$ cat src/rtl/pwm_quad_pkg.sv
package pwm_quad_pkg;

  // global register offsets
  localparam logic [11:0] OFS_ENA  = 12'h004;
  localparam logic [11:0] OFS_DIS  = 12'h008;
  localparam logic [11:0] OFS_STAT = 12'h00C;
  localparam logic [11:0] OFS_ISR  = 12'h01C;

  // offsets inside a channel window
  localparam logic [4:0] WIN_MODE = 5'h00;
  localparam logic [4:0] WIN_DUTY = 5'h04;
  localparam logic [4:0] WIN_DUPD = 5'h08;
  localparam logic [4:0] WIN_PER  = 5'h0C;
  localparam logic [4:0] WIN_PUPD = 5'h10;

  localparam int MODE_POL_BIT = 9;
  localparam int PRES_FW      = 4;

  typedef struct packed {
    logic mode;
    logic duty;
    logic dupd;
    logic per;
    logic pupd;
  } chan_wr_t;

endpackage

$ cat src/rtl/pwm_quad_presc.sv
module pwm_quad_presc #(
  parameter int PRE_W = 10
) (
  input  logic                      clk,
  input  logic                      rst,
  input  logic                      clr,
  input  logic [pwm_quad_pkg::PRES_FW-1:0] pres,
  output logic                      tick
);

  logic [PRE_W-1:0] pre_q;
  logic [PRE_W-1:0] mask;

  assign mask = ~({PRE_W{1'b1}} << pres);
  assign tick = ((pre_q & mask) == mask);

  always_ff @(posedge clk) begin
    if (rst || clr) pre_q <= '0;
    else            pre_q <= pre_q + 1'b1;
  end

endmodule

$ cat src/rtl/pwm_quad_chan.sv
module pwm_quad_chan
  import pwm_quad_pkg::*;
#(
  parameter int DW       = 16,
  parameter int PRES_MAX = 10
) (
  input  logic               clk,
  input  logic               rst,
  input  chan_wr_t           wr,
  input  logic [DW-1:0]      wdata,
  input  logic [PRES_FW-1:0] mode_pres,
  input  logic               mode_pol,
  input  logic               en_req,
  input  logic               dis_req,
  output logic               run_o,
  output logic               bnd_o,
  output logic               pol_o,
  output logic [PRES_FW-1:0] pres_o,
  output logic [DW-1:0]      duty_o,
  output logic [DW-1:0]      dupd_o,
  output logic [DW-1:0]      per_o,
  output logic [DW-1:0]      pupd_o,
  output logic               wave_o
);

  localparam logic [PRES_FW-1:0] PRES_TOP = PRES_FW'(PRES_MAX);

  logic               run_q, stop_q, pol_q, wave_q;
  logic               dpend_q, ppend_q;
  logic [PRES_FW-1:0] pres_q;
  logic [DW-1:0]      duty_q, dupd_q, per_q, pupd_q, cnt_q;
  logic               tick, at_end;

  pwm_quad_presc #(.PRE_W(PRES_MAX)) u_presc (
    .clk  (clk),
    .rst  (rst),
    .clr  (!run_q),
    .pres (pres_q),
    .tick (tick)
  );

  assign at_end = run_q && tick && (cnt_q == per_q);

  always_ff @(posedge clk) begin
    if (rst) begin
      run_q   <= 1'b0;
      stop_q  <= 1'b0;
      pol_q   <= 1'b0;
      pres_q  <= '0;
      duty_q  <= '0;
      dupd_q  <= '0;
      per_q   <= '0;
      pupd_q  <= '0;
      cnt_q   <= '0;
      dpend_q <= 1'b0;
      ppend_q <= 1'b0;
      wave_q  <= 1'b0;
    end else begin
      // counting and period end
      if (run_q && tick) begin
        if (cnt_q == per_q) begin
          cnt_q <= '0;
          if (dpend_q) duty_q <= dupd_q;
          if (ppend_q) per_q  <= pupd_q;
          dpend_q <= 1'b0;
          ppend_q <= 1'b0;
          if (stop_q) begin
            run_q  <= 1'b0;
            stop_q <= 1'b0;
          end
        end else begin
          cnt_q <= cnt_q + 1'b1;
        end
      end

      // register writes (later assignments win over the period end)
      if (wr.mode) begin
        pres_q <= (mode_pres > PRES_TOP) ? PRES_TOP : mode_pres;
        pol_q  <= mode_pol;
      end
      if (wr.duty && !run_q) duty_q <= wdata;
      if (wr.per  && !run_q) per_q  <= wdata;
      if (wr.dupd) begin
        dupd_q <= wdata;
        if (run_q) dpend_q <= 1'b1;
        else       duty_q  <= wdata;
      end
      if (wr.pupd) begin
        pupd_q <= wdata;
        if (run_q) ppend_q <= 1'b1;
        else       per_q   <= wdata;
      end

      // start and stop requests
      if (en_req && !run_q) begin
        run_q   <= 1'b1;
        stop_q  <= 1'b0;
        cnt_q   <= '0;
        dpend_q <= 1'b0;
        ppend_q <= 1'b0;
      end
      if (dis_req && run_q) stop_q <= 1'b1;

      wave_q <= (run_q && (cnt_q >= duty_q)) ^ pol_q;
    end
  end

  assign run_o  = run_q;
  assign bnd_o  = at_end;
  assign pol_o  = pol_q;
  assign pres_o = pres_q;
  assign duty_o = duty_q;
  assign dupd_o = dupd_q;
  assign per_o  = per_q;
  assign pupd_o = pupd_q;
  assign wave_o = wave_q;

endmodule

$ cat src/rtl/pwm_quad.sv
module pwm_quad
  import pwm_quad_pkg::*;
#(
  parameter int NCH      = 4,
  parameter int DW       = 16,
  parameter int ADDR_W   = 12,
  parameter int DATA_W   = 32,
  parameter int PRES_MAX = 10
) (
  input  logic              clk,
  input  logic              rst,
  input  logic              bus_wr,
  input  logic              bus_rd,
  input  logic [ADDR_W-1:0] bus_addr,
  input  logic [DATA_W-1:0] bus_wdata,
  output logic [DATA_W-1:0] bus_rdata,
  output logic [NCH-1:0]    pwm_o,
  output logic              irq_o
);

  localparam int WIN_LSB = 5;
  localparam int IDX_W   = 4;
  localparam int PAGE_W  = ADDR_W - (WIN_LSB + IDX_W);

  logic              glob_sel, win_sel;
  logic [IDX_W-1:0]  win_idx;
  logic [4:0]        win_off;
  logic              isr_rd;
  logic [NCH-1:0]    run_vec, bnd_vec, pol_vec, flag_q;
  logic [NCH*DW-1:0] duty_flat;
  logic [DATA_W-1:0] rd_mux, rdata_q;

  logic [PRES_FW-1:0] pres_a [NCH];
  logic [DW-1:0]      duty_a [NCH];
  logic [DW-1:0]      dupd_a [NCH];
  logic [DW-1:0]      per_a  [NCH];
  logic [DW-1:0]      pupd_a [NCH];

  logic unused_hi;
  assign unused_hi = ^bus_wdata[DATA_W-1:DW];

  assign glob_sel = (bus_addr[ADDR_W-1 -: PAGE_W] == '0);
  assign win_idx  = bus_addr[WIN_LSB +: IDX_W];
  assign win_off  = bus_addr[WIN_LSB-1:0];
  assign win_sel  = (bus_addr[ADDR_W-1 -: PAGE_W] == PAGE_W'(1)) &&
                    (32'(win_idx) < NCH);
  assign isr_rd   = bus_rd && glob_sel && (bus_addr == ADDR_W'(OFS_ISR));

  for (genvar i = 0; i < NCH; i++) begin : g_ch
    chan_wr_t ws;
    logic     hit, en_r, dis_r;

    assign hit     = bus_wr && win_sel && (32'(win_idx) == i);
    assign ws.mode = hit && (win_off == WIN_MODE);
    assign ws.duty = hit && (win_off == WIN_DUTY);
    assign ws.dupd = hit && (win_off == WIN_DUPD);
    assign ws.per  = hit && (win_off == WIN_PER);
    assign ws.pupd = hit && (win_off == WIN_PUPD);
    assign en_r    = bus_wr && glob_sel && (bus_addr == ADDR_W'(OFS_ENA)) && bus_wdata[i];
    assign dis_r   = bus_wr && glob_sel && (bus_addr == ADDR_W'(OFS_DIS)) && bus_wdata[i];

    pwm_quad_chan #(.DW(DW), .PRES_MAX(PRES_MAX)) u_chan (
      .clk       (clk),
      .rst       (rst),
      .wr        (ws),
      .wdata     (bus_wdata[DW-1:0]),
      .mode_pres (bus_wdata[PRES_FW-1:0]),
      .mode_pol  (bus_wdata[MODE_POL_BIT]),
      .en_req    (en_r),
      .dis_req   (dis_r),
      .run_o     (run_vec[i]),
      .bnd_o     (bnd_vec[i]),
      .pol_o     (pol_vec[i]),
      .pres_o    (pres_a[i]),
      .duty_o    (duty_a[i]),
      .dupd_o    (dupd_a[i]),
      .per_o     (per_a[i]),
      .pupd_o    (pupd_a[i]),
      .wave_o    (pwm_o[i])
    );

    assign duty_flat[i*DW +: DW] = duty_a[i];
  end

  // interrupt flags: a read clears what it returned, new period ends survive
  always_ff @(posedge clk) begin
    if (rst)         flag_q <= '0;
    else if (isr_rd) flag_q <= bnd_vec;
    else             flag_q <= flag_q | bnd_vec;
  end

  assign irq_o = |flag_q;

  always_comb begin
    rd_mux = '0;
    if (glob_sel) begin
      if (bus_addr == ADDR_W'(OFS_STAT)) rd_mux = DATA_W'(run_vec);
      if (bus_addr == ADDR_W'(OFS_ISR))  rd_mux = DATA_W'(flag_q);
    end else if (win_sel) begin
      for (int k = 0; k < NCH; k++) begin
        if (32'(win_idx) == k) begin
          case (win_off)
            WIN_MODE: begin
              rd_mux[PRES_FW-1:0]  = pres_a[k];
              rd_mux[MODE_POL_BIT] = pol_vec[k];
            end
            WIN_DUTY: rd_mux = DATA_W'(duty_a[k]);
            WIN_DUPD: rd_mux = DATA_W'(dupd_a[k]);
            WIN_PER:  rd_mux = DATA_W'(per_a[k]);
            WIN_PUPD: rd_mux = DATA_W'(pupd_a[k]);
            default:  rd_mux = '0;
          endcase
        end
      end
    end
  end

  always_ff @(posedge clk) begin
    if (rst)         rdata_q <= '0;
    else if (bus_rd) rdata_q <= rd_mux;
  end

  assign bus_rdata = rdata_q;

endmodule

$ cat config.mk
export PLATFORM = sky130hd
export DESIGN_NAME = pwm_quad
export DESIGN_NICKNAME = d
export VERILOG_FILES = /design/src/rtl/pwm_quad_pkg.sv /design/src/rtl/pwm_quad_presc.sv /design/src/rtl/pwm_quad_chan.sv /design/src/rtl/pwm_quad.sv
export SDC_FILE = /design/constraint.sdc
export NUM_CORES = 1
export LEC_CHECK = 0
export CAP_MARGIN = 20
export CELL_PAD_IN_SITES_DETAIL_PLACEMENT = 0
export CELL_PAD_IN_SITES_GLOBAL_PLACEMENT = 1
export CORE_ASPECT_RATIO = 0.6
export CORE_MARGIN = 2
export CORE_UTILIZATION = 30
export CTS_CLUSTER_DIAMETER = 50
export CTS_CLUSTER_SIZE = 25
export DETAILED_ROUTE_END_ITERATION = 7
export MAX_ROUTING_LAYER = met4
export PLACE_DENSITY_LB_ADDON = 0.1
export SYNTH_ARGS = -nofsm -noshare
export SYNTH_HDL_FRONTEND = slang
export SYNTH_HIERARCHICAL = 1
export SYNTH_SLANG_ARGS = --single-unit
$ cat constraint.sdc
create_clock -name clk -period 3.4 [get_ports clk]
set_input_delay 0.68 -clock clk [delete_from_list [all_inputs] [get_ports clk]]
set_output_delay 0.68 -clock clk [all_outputs]
set_load 0.05 [all_outputs]
==> results of run 1 <==
-- layer usage --
layer  vias to the layer above  routed length (um)  global-route usage [%]
met4                         0                2130                    6.10
met2                       810               36900                    31.6
met5                         -                   0                       -
met1                     10800               50900                    37.7
li1                      10200                   -                       -
met3                       116                8700                    6.63
-- logic make-up (layout without fill, tap and decap cells) --
kind of cell / count (synthesis) / in the layout / share of synthesized area [%]
compound gates: 585 / 585 / 18.6
buf+inv: 347 / 513 / 6.76
other cells: 1 / 23 / 0.0160
xor+xnor: 154 / 154 / 5.86
mux: 163 / 163 / 7.10
flops: 420 / 420 / 35.9
simple gates: 1006 / 1006 / 21.9
fa+ha+maj: 72 / 72 / 3.85
-- area by class of cell --
cell class | instances | area (um^2)
tap | 1053 | 1320
clock inverter | 34 | 433
multi-input combinational | 1996 | 13500
clock buffer | 55 | 1310
fill | 7917 | 49400
inverter | 154 | 578
timing repair buffer | 270 | 2380
antenna | 7 | 17.5
sequential | 420 | 8410
-- metrics by stage --
step	util, %	cell area [um^2]	setup slack (ns)
final	36.2	28000	0.308
after detailed placement	33.9	26200	-0.154
after floorplan	-	23500	0.178
after global placement	33.9	26200	-0.0871
after CTS	36.1	28000	0.288
after global routing	36.2	28000	0.113
-- final timing paths --
check	slack, ns	endpoint	start
max	0.31	irq_o	flag_q[0]$_SDFF_PP0_
min	0.44	g_ch[3].u_chan/pupd_o[3]$_SDFFE_PP0P_	rst
max reg2reg	0.38	g_ch[1].u_chan/per_o[2]$_SDFF_PP0_	g_ch[1].u_chan/u_presc/pre_q[0]$_SDFF_PP0_
min reg2reg	0.46	g_ch[2].u_chan/u_presc/pre_q[0]$_SDFF_PP0_	g_ch[2].u_chan/u_presc/pre_q[0]$_SDFF_PP0_
-- synth_stat cells, types with 10 or more instances --
library cell / count / area share, %
a211oi_1: 15 / 0.48
a21o_1: 22 / 0.71
a21oi_1: 108 / 2.3
a221o_1: 39 / 1.7
a22oi_1: 51 / 1.6
a31o_2: 11 / 0.41
a31oi_1: 15 / 0.40
a32oi_1: 23 / 0.86
a41oi_1: 18 / 0.67
and2_1: 37 / 0.99
and3_1: 23 / 0.61
buf_1: 28 / 0.45
buf_2: 61 / 1.3
buf_4: 28 / 0.90
buf_6: 13 / 0.63
clkbuf_1: 62 / 0.99
dfxtp_1: 420 / 36
ha_1: 72 / 3.8
inv_1: 153 / 2.5
mux2_2: 14 / 0.67
mux2i_1: 148 / 6.3
nand2_1: 175 / 2.8
nand2b_1: 21 / 0.56
nand3_1: 156 / 3.3
nand4_1: 125 / 3.3
nor2_1: 339 / 5.4
nor2b_1: 10 / 0.27
nor3_1: 43 / 0.92
nor4_4: 10 / 0.91
o211a_1: 26 / 1.1
o211ai_1: 103 / 3.3
o21ai_0: 63 / 1.3
xnor2_1: 66 / 2.5
xor2_1: 85 / 3.2
-- power groups by stage --
stage / clock [mW] / combinational [mW] / sequential (mW)
floorplan: 0 / 0.241 / 5.04
global placement: 0 / 0.608 / 5.03
detailed placement: 0 / 0.610 / 5.03
CTS: 5.97 / 0.611 / 4.92
global route: 6.18 / 0.647 / 4.92
finish: 5.83 / 0.623 / 4.92
-- worst max-delay path, stage by stage (launching register included) --
cell,delay (ns)
dfxtp_1,0.35
or4_1,0.67
clkdlybuf4s50_1,0.77
-- registers in the layout, indices dropped and copies added, names as in the netlist, named ones only --
register / flops
g_ch.u_chan/pol_o: 4
g_ch.u_chan/per_o: 64
g_ch.u_chan/wave_o: 4
bus_rdata: 16
g_ch.u_chan/duty_o: 64
g_ch.u_chan/run_o: 4
g_ch.u_chan/dupd_o: 64
g_ch.u_chan/pres_o: 16
flag_q: 4
g_ch.u_chan/u_presc/pre_q: 40
g_ch.u_chan/cnt_q: 64
g_ch.u_chan/stop_q: 4
g_ch.u_chan/pupd_o: 64
==> reports/metrics.csv, run 1 <==
metric,value,unit
Synth Register Bits,420,
gr ovfl total,0,
final hold violations,0,
most frequent cells in the layout,"dfxtp_1, nor2_1, buf_4, nand2_1, nand3_1",
Chip Height,220,um
Post-synth EDFFs,0,
status,"finished, final reports clean",
"Seq/Total Area, Yosys",35.9,%
synthesized area,23400,um^2
Least-Margin Pin Slew,0.959,ns
internal power,8.44,mW
Routed Antenna Nets,0,
crit share post-route,90.9,%
"leading cell type in the layout, fill and taps excluded",dfxtp_1,
Final setup viols,0,
Initial DRC Count,2216,
"CTS clk-pin slew, worst paths",0.07,ns
hold depth,2,
Synth Flop Type,dfxtp_1,
Worst EP arrival,2.41,ns
clock power share,51.2,%
H-tree Lvls,2,
initial antenna violation count,6,
warnings from Yosys,6,
die footprint,80400,um^2
Hold Crit Class,in -> reg,
setup TNS,0,ns
fraction of registers with async set/reset,0,%
Net Sw Frac,25.8,%
RSZ-0062 raised after global routing,false,
CP required,2.72,ns
IO buf count,52,
share of cells above drive strength 1,13.9,%
Post-CTS Setup Bufs,0,
Sinks on Clock Net,420,
CTS tree,built,
Longest Clk Path Bufs,3,
VDD IR max,0.000327,V
Initial DRT Pass Iterations,6,
clock latency on the worst-skew pair,0.62,ns
combinational share of power,5.5,%
Ports,85,
DRC viols,0,
TritonCTS buffer count,48,
Post-CTS Resized,0,
DP HPWL,72600,um
Reg2Reg Depth,9,
row cnt,79,
Worst Path Max Fanout,3,
nets,3010,
routed wire length per instance,24.7,um
largest net degree at the start of global routing,60,
vias in the first global route,20700,
Initial Util,30.3,%
global-route wire length before repair,144000,um
Mapped Cells,2748,
Max-slew headroom,36.1,%
Mapped Avg Cell Area,8.52,um^2
final WL,98600,um
CTS hold repair buffers,0,
Finished Layout Cells,3989,
Via density,5.51,
total power,11.4,mW
worst hold slack,0.435,ns
max-slew violations,0,
Max Fclk,323,MHz
post-route minimum period,3.09,ns
sw power,2.94,mW
GRT Util Overall,24.9,%
worst setup path category,reg -> out,
cell count after placement,3893,
Power Density,406,nW/um^2
RD Place Congestion,0.897,
Worst Skew,0.0206,ns
Synth cell types,88,
via count,22000,
Root Driver,clkbuf_16,
CP startpoint kind,flop,
core area,77400,um^2
area grow syn2layout,19.5,%
Die W,365,um
Leak,9.80,nW
crit end category,output pin,
Flop pwr share,43.3,%
max-cap check violation count,0,
No activity file was read; power rests on OpenSTA's default activity.
==> inputs of run 2 (changes only) <==
Settings changed: CORE_UTILIZATION 30 to 43, SKIP_CTS_REPAIR_TIMING set to 1.
==> reports/metrics.csv, run 2 (synthesized netlist as in run 1, its figures left out) <==
metric,value,unit
CP required,3.89,ns
"delay-heaviest family, CP",simple AND/OR/NAND/NOR gates,
post-route minimum period,3.03,ns
cell count after placement,3517,
Hold Crit Class,reg -> reg,
Max-slew headroom,28.5,%
H-tree Lvls,2,
nets,2966,
Root Driver,clkbuf_16,
TritonCTS buffer count,41,
final hold violations,0,
CP bufs+invs,2,
CTS tree,built,
Worst path most repeated cell,nor2_1,
max incr delay on CP,0.68,ns
FF/Latch Area,8410,um^2
max-cap check violation count,0,
DP HPWL,63500,um
Longest Clk Path Bufs,3,
GRT Util Overall,31.4,%
Final setup viols,0,
total power,10.4,mW
largest net degree at the start of global routing,52,
core area,54000,um^2
Finished Layout Cells,3593,
Sinks on Clock Net,420,
status,"finished, final reports clean",
Initial DRT Pass Iterations,6,
"leading cell type in the layout, fill and taps excluded",dfxtp_1,
CP max stage cell,o21bai_1,
Power Density,386,nW/um^2
Routed Antenna Nets,0,
CP startpoint kind,input pin,
via count,21900,
initial antenna violation count,2,
Worst Path Max Fanout,10,
share of cells above drive strength 1,12.1,%
area grow syn2layout,14.9,%
setup TNS,0,ns
RD Place Congestion,0.969,
Leak,9.46,nW
vias in the first global route,20000,
Worst EP arrival,3.51,ns
Die W,305,um
crit share post-route,89.1,%
Initial Util,43.4,%
IO buf count,52,
row cnt,66,
Ports,85,
Max Fclk,330,MHz
final WL,88100,um
most frequent cells in the layout,"dfxtp_1, nor2_1, nand2_1, buf_4, nand3_1",
Via density,6.09,
max-slew violations,0,
dpl cell area,25500,um^2
"CTS clk-pin slew, worst paths",0.07,ns
fin area,26900,um^2
worst setup path category,in -> reg,
footprint of the multi-input gates,13500,um^2
gr ovfl total,0,
Chip Height,185,um
DRC viols,0,
number of fill cells,5161,
routed wire length per instance,24.5,um
clock latency on the worst-skew pair,0.58,ns
Least-Margin Pin Slew,1.07,ns
RSZ-0062 raised after global routing,false,
crit end category,flop,
VDD IR max,0.000301,V
Worst Skew,0.0320,ns
worst-path cell chain,clkdlybuf4s50_1 -> nor2_1 -> and3_1 -> nand3_1 -> nor2_1 -> buf_4 -> o21bai_1 -> nor2_1 -> nor2_1 -> o21ai_0 -> mux2i_1,
Initial DRC Count,2438,
global-route wire length before repair,131000,um
die footprint,56400,um^2
==> run 2: cell count changes in the layout (fill, tap and decap cells not counted), moves of 3 or more <==
cell       before  now
diode_2         7    1
nor3_2         11    8
bufinv_16       7    3
clkbuf_1        1    4
buf_4         199  162
clkinv_2        9    4
clkbuf_16      50   41
inv_6           5   10
nor3_1         36   39
==> run 2: worst paths after layout <==
path / startpoint / end / slack [ns] / depth (start not counted)
setup / recovery: bus_addr[7] / g_ch[0].u_chan/duty_o[14]$_SDFF_PP0_ / 0.37 / 11
hold / removal: g_ch[0].u_chan/stop_q$_SDFFE_PP0P_ / g_ch[0].u_chan/run_o$_SDFFE_PP0P_ / 0.46 / 1
setup reg to reg: g_ch[3].u_chan/u_presc/pre_q[0]$_SDFF_PP0_ / g_ch[3].u_chan/per_o[5]$_SDFF_PP0_ / 0.51 / 9
hold reg to reg: g_ch[0].u_chan/stop_q$_SDFFE_PP0P_ / g_ch[0].u_chan/run_o$_SDFFE_PP0P_ / 0.46 / 1
==> run 2: area by class of cell <==
type | count | share of cell area (%)
multi-input combinational | 1996 | 50.3
inverter | 154 | 2.15
tap | 714 | 3.32
timing repair buffer | 233 | 7.83
clock buffer | 48 | 4.02
antenna | 1 | 0.00930
sequential | 420 | 31.2
clock inverter | 27 | 1.15
==> run 2: layer usage <==
layer	vias up	routed length, um	part of all wire [%]	GRT usage, %
met2	1013	35500	40	43.5
met5	-	0	0	-
met3	117	7610	8.6	4.11
li1	10100	-	-	-
met1	10600	43100	49	47.4
met4	0	1940	2.2	7.53
==> run 2: per-stage QoR <==
step	utilization (%)	hold WS [ns]	setup WS (ns)
finish	49.8	0.463	0.371
CTS	49.8	0.457	0.460
global placement	47.2	0.438	0.0382
global route	49.8	0.485	0.248
floorplan	-	0.422	0.178
detailed placement	47.2	0.446	-0.0806
==> run 2: power breakdown <==
group	internal [mW]	total, mW	switching, mW
Sequential	4.92	4.92	0.00229
Clock	2.61	4.90	2.29
Combinational	0.150	0.582	0.432
